==> src/rtl/bounce_pkg.sv <==
package bounce_pkg;
  localparam int PEAK   = 9;
  localparam int PHASES = 2 * PEAK;
  localparam int PH_W   = $clog2(PHASES);
  localparam int DIG_W  = $clog2(PEAK + 1);

  typedef logic [6:0]       seg_pat_t;
  typedef logic [DIG_W-1:0] digit_t;

  // Lit pattern, bit 6 = g ... bit 0 = a, 1 = lit
  function automatic seg_pat_t digit_pattern(input digit_t d);
    case (d)
      4'd0:    return 7'b0111111;
      4'd1:    return 7'b0000110;
      4'd2:    return 7'b1011011;
      4'd3:    return 7'b1001111;
      4'd4:    return 7'b1100110;
      4'd5:    return 7'b1101101;
      4'd6:    return 7'b1111101;
      4'd7:    return 7'b0000111;
      4'd8:    return 7'b1111111;
      4'd9:    return 7'b1101111;
      default: return 7'b0000000;
    endcase
  endfunction
endpackage

==> src/rtl/step_prescaler.sv <==
module step_prescaler #(
  parameter int DIV_W = 25
) (
  input  logic clk_i,
  input  logic rst_i,
  output logic step_o
);
  logic [DIV_W-1:0] div_q;
  logic             top_q;

  always_ff @(posedge clk_i) begin
    if (rst_i) begin
      div_q <= '0;
      top_q <= 1'b0;
    end else begin
      div_q <= div_q + 1'b1;
      top_q <= div_q[DIV_W-1];
    end
  end

  assign step_o = div_q[DIV_W-1] & ~top_q;

  AST_STEP_SINGLE: assert property (@(posedge clk_i) disable iff (rst_i)
    step_o |=> !step_o);
endmodule

==> src/rtl/bounce_phase.sv <==
module bounce_phase
  import bounce_pkg::*;
(
  input  logic   clk_i,
  input  logic   rst_i,
  input  logic   step_i,
  output digit_t digit_o,
  output logic   dot_on_o
);
  localparam logic [PH_W-1:0] LAST_PH = PH_W'(PHASES - 1);
  localparam logic [PH_W-1:0] PEAK_PH = PH_W'(PEAK);
  localparam logic [PH_W-1:0] SPAN    = PH_W'(PHASES);

  logic [PH_W-1:0] phase_q;
  logic [PH_W-1:0] mirrored;
  logic            dot_q;

  always_ff @(posedge clk_i) begin
    if (rst_i) begin
      phase_q <= '0;
      dot_q   <= 1'b0;
    end else if (step_i) begin
      phase_q <= (phase_q == LAST_PH) ? '0 : phase_q + 1'b1;
      dot_q   <= ~dot_q;
    end
  end

  // phases 0..9 rise, phases 10..17 fall as 18 - phase
  assign mirrored = SPAN - phase_q;
  assign digit_o  = (phase_q <= PEAK_PH) ? phase_q[DIG_W-1:0] : mirrored[DIG_W-1:0];
  assign dot_on_o = dot_q;

  AST_PHASE_RANGE: assert property (@(posedge clk_i) disable iff (rst_i)
    phase_q <= LAST_PH);
  AST_PHASE_WRAP: assert property (@(posedge clk_i) disable iff (rst_i)
    (step_i && phase_q == LAST_PH) |=> phase_q == '0);
  AST_PHASE_HOLD: assert property (@(posedge clk_i) disable iff (rst_i)
    !step_i |=> $stable(phase_q));
  AST_DOT_FLIP: assert property (@(posedge clk_i) disable iff (rst_i)
    step_i |=> dot_q != $past(dot_q));
  AST_DIGIT_MAX: assert property (@(posedge clk_i) disable iff (rst_i)
    digit_o <= DIG_W'(PEAK));
endmodule

==> src/rtl/seg_encoder.sv <==
module seg_encoder
  import bounce_pkg::*;
(
  input  digit_t     digit_i,
  input  logic       dot_on_i,
  output logic [7:0] seg_o
);
  seg_pat_t lit;

  always_comb begin
    lit   = digit_pattern(digit_i);
    seg_o = {~dot_on_i, ~lit};
  end

  always_comb begin
    AST_SEG_NONBLANK: assert (lit != '0);
  end
endmodule

==> src/rtl/bounce_digit_display.sv <==
module bounce_digit_display
  import bounce_pkg::*;
#(
  parameter int DIV_W = 25
) (
  input  logic       clk_i,
  input  logic       rst_i,
  input  logic [3:0] btn_i,
  output logic [7:0] seg_o,
  output logic [3:0] an_o
);
  logic   step;
  digit_t digit;
  logic   dot_on;

  step_prescaler #(.DIV_W(DIV_W)) u_presc (
    .clk_i  (clk_i),
    .rst_i  (rst_i),
    .step_o (step)
  );

  bounce_phase u_phase (
    .clk_i    (clk_i),
    .rst_i    (rst_i),
    .step_i   (step),
    .digit_o  (digit),
    .dot_on_o (dot_on)
  );

  seg_encoder u_enc (
    .digit_i  (digit),
    .dot_on_i (dot_on),
    .seg_o    (seg_o)
  );

  assign an_o = btn_i;

  AST_SEG_CHANGE_ON_STEP: assert property (@(posedge clk_i) disable iff (rst_i)
    step |=> seg_o[7] != $past(seg_o[7]));
endmodule

==> config.mk <==
export PLATFORM = sky130hd
export DESIGN_NAME = bounce_digit_display
export DESIGN_NICKNAME = d
export VERILOG_FILES = /design/src/rtl/bounce_pkg.sv /design/src/rtl/step_prescaler.sv /design/src/rtl/bounce_phase.sv /design/src/rtl/seg_encoder.sv /design/src/rtl/bounce_digit_display.sv
export SDC_FILE = /design/constraint.sdc
export NUM_CORES = 1
export LEC_CHECK = 0
export ABC_AREA = 1
export BUFFER_PORTS_ARGS = -buffer_cell sky130_fd_sc_hd__buf_2
export CAP_MARGIN = 10
export CORE_MARGIN = 1.5
export CORE_UTILIZATION = 50
export DETAILED_ROUTE_END_ITERATION = 6
export GPL_TIMING_DRIVEN = 1
export PLACE_DENSITY = 0.69
export SYNTH_ARGS = -nofsm -noshare
export SYNTH_HDL_FRONTEND = slang
export SYNTH_HIERARCHICAL = 1
export SYNTH_SLANG_ARGS = --single-unit
==> constraint.sdc <==
create_clock -name clk_i -period 3.05 [get_ports clk_i]
set_clock_uncertainty 0.15 [all_clocks]
set_input_delay 0.7625 -clock clk_i [delete_from_list [all_inputs] [get_ports clk_i]]
set_output_delay 0.7625 -clock clk_i [all_outputs]
set_load 0.005 [all_outputs]
==> impl_metrics.ini <==
[outcome]
status = completed

[placement]
numPortBuffers = 9
dp_slack_ps = 232
placedCellCount = 330
dp_hpwl_um = 2500
place_area_um2 = 1940
gp_congestion = 0.774

[route]
post_drt_wl_per_cell_um = 10.0
wirelength_um = 3450
drc = 0
vias_per_cell = 4.77
initialDrtViolationCount = 106
ant_nets = 0
firstDrtPassIters = 4
via_count = 1640

[timing]
finalHoldViolCount = 0
fmax_mhz = 339
worst_slack_ps = 95.9
drv_slew = 0
min_period_ps = 2950
period_share_pct = 96.9
worst_pin_slew_ps = 538
rsz0062_at_grt = yes
relSlewSlack_pct = 64.0
setup_viol = 0

[setup_path]
start_kind = flop
critPathKind = reg -> out
arrival_ps = 2040
crit_required_ps = 2140
cp_slowest_cell = dfxtp_4
critPathBufInv = 5
critPathMostFrequentCell = nand2_2
cp_top_family = simple AND/OR/NAND/NOR gates
critPathMaxFanout = 6
max_stage_delay_ps = 360
crit_path_end_kind = output port
crit_chain = inv_1 -> ha_2 -> inv_1 -> o21ai_1 -> nand2_1 -> nand2_2 -> nand2_2 -> nand2_2 -> nand2_2 -> buf_4 -> ha_1 -> inv_1 -> nand2_2 -> nand3_2 -> nand2_1 -> buf_2

[logic_synthesis]
syn_avg_cell_area_um2 = 6.72
synth-main-ff-cell = dfxtp_1
synth-edff-count = 0
async_flop_share_pct = 0
synthCells = 280
syn_nets = 294
ys_types = 29
ys_warn_count = 6
ys_seq_elements = 32
synth.cell_area_um2 = 1880
seq_area_frac_synth_pct = 34.1

[clock_tree]
clk_pin_slew_ps = 70
clk_latency_ps = 280
cts_root_buf = clkbuf_8
cts_inserted_buffers = 5
cts_tree = built
max-clock-path-buffers = 2
cts_max_level = 2
cts.sinks = 32

[grt]
track_usage_pct = 19.0
grt_pass1_vias = 1477
grt.overflow.total = 0
antenna_found_initial = 0
grt_max_degree = 17
grt_pass1_wl_um = 6220

[power_and_ir_drop]
power_leakage_nw = 0.922
p_per_area_nw_per_um2 = 364
vdd_drop_max_uv = 243

[floorplanning]
num_io_pins = 18
num_rows = 22
die_area_um2 = 4140
die_h_um = 64.3
start_util_pct = 51.8
coreArea_um2 = 3630
dieWidth_um = 64.3

[finish]
insertedDiodeCount = 0
utilization_pct = 58.3
fin_nets = 309
area_growth_pct = 12.7
mostFrequentLayoutCell = nand2_1
layout_common_cells = nand2_1, nor2_1, dfxtp_1
fin_cells = 344
drive_gt1_share_pct = 18.6
postLayoutCellArea_um2 = 2120

[min_path]
hold_path_class = reg -> reg

[run]
maxCapViolCount = 0
sequential cells by signal, indices dropped and copies added (netlist names):
signal	cells
u_presc/div_q	25
u_phase/dot_on_o	1
u_phase/phase_q	5
u_presc/top_q	1
through the flow:
step | hold slack, ps | setup TNS (ps) | power (mW)
after floorplan | 267 | 0 | 0.452
final | 299 | 0 | 0.771
after global placement | 278 | 0 | 0.452
after CTS | 303 | 0 | 0.784
after global routing | 320 | -271 | 0.807
after detailed placement | 291 | 0 | 0.453
area by class of cell:
class	instances	area (um2)
clock buffers	6	82.6
clock inverters	2	10.0
fillers	360	1510
inverters	32	120
multi-input cells	208	1100
flip-flops and latches	32	644
well taps	48	60.1
repair buffers	16	97.6
what timing repair did:
item                       4_1_cts  5_1_grt
gates resized for setup          2       11
hold buffers                     0        0
buffers inserted                 0        6
pin swaps                        0        4
setup endpoints to repair        3        5
gates cloned                     0        0
final timing paths:
kind	depth (start not counted)	startpoint	slack [ps]	endpoint
max reg2reg	5	u_presc/div_q[24]	1470	u_phase/phase_q[4]
min reg2reg	1	u_presc/div_q[0]	300	u_presc/div_q[0]
max	16	u_phase/phase_q[1]	100	seg_o[6]
min	1	u_presc/div_q[0]	300	u_presc/div_q[0]
routing by layer:
metal,up-vias,routed length [um],global-route usage [%]
met5,-,0,0
met4,0,57,8.24
met3,7,117,4.23
met2,27,1620,32.6
met1,714,1650,22.7
li1,892,-,-
cells by family (layout without fill, tap and decap cells):
family                     Yosys count  count (layout)  synth area share (%)
AOI/OAI and AO/OA                   25              25                  7.45
xor gates and xnor gates             9               9                  4.19
adders and majority gates            8               8                  5.32
buffers and inverters               40              56                  9.05
DFF                                 32              32                  34.1
and+or+nand+nor                    166             166                  39.9
Yosys cell counts, types with 2 or more instances:
| cell | n | area [um2] |
|---|---|---|
| a21oi_1 | 14 | 70.1 |
| buf_4 | 5 | 37.5 |
| dfxtp_1 | 32 | 641 |
| ha_1 | 8 | 100 |
| inv_1 | 28 | 105 |
| inv_2 | 4 | 15.0 |
| nand2_1 | 72 | 270 |
| nand2_2 | 5 | 31.3 |
| nand3_1 | 19 | 95.1 |
| nand4_1 | 2 | 12.5 |
| nor2_1 | 52 | 195 |
| nor2_2 | 2 | 12.5 |
| nor2_4 | 6 | 67.6 |
| nor3_1 | 3 | 15.0 |
| o21a_1 | 2 | 15.0 |
| o21ai_0 | 6 | 30.0 |
| xnor2_1 | 2 | 17.5 |
| xor2_1 | 7 | 61.3 |
power by group:
group | internal, mW | total [mW] | switching (mW)
combinational | 0.00636 | 0.0197 | 0.0133
clock | 0.180 | 0.329 | 0.149
sequential | 0.420 | 0.422 | 0.00220
No activity file was read; power rests on OpenSTA's default activity.
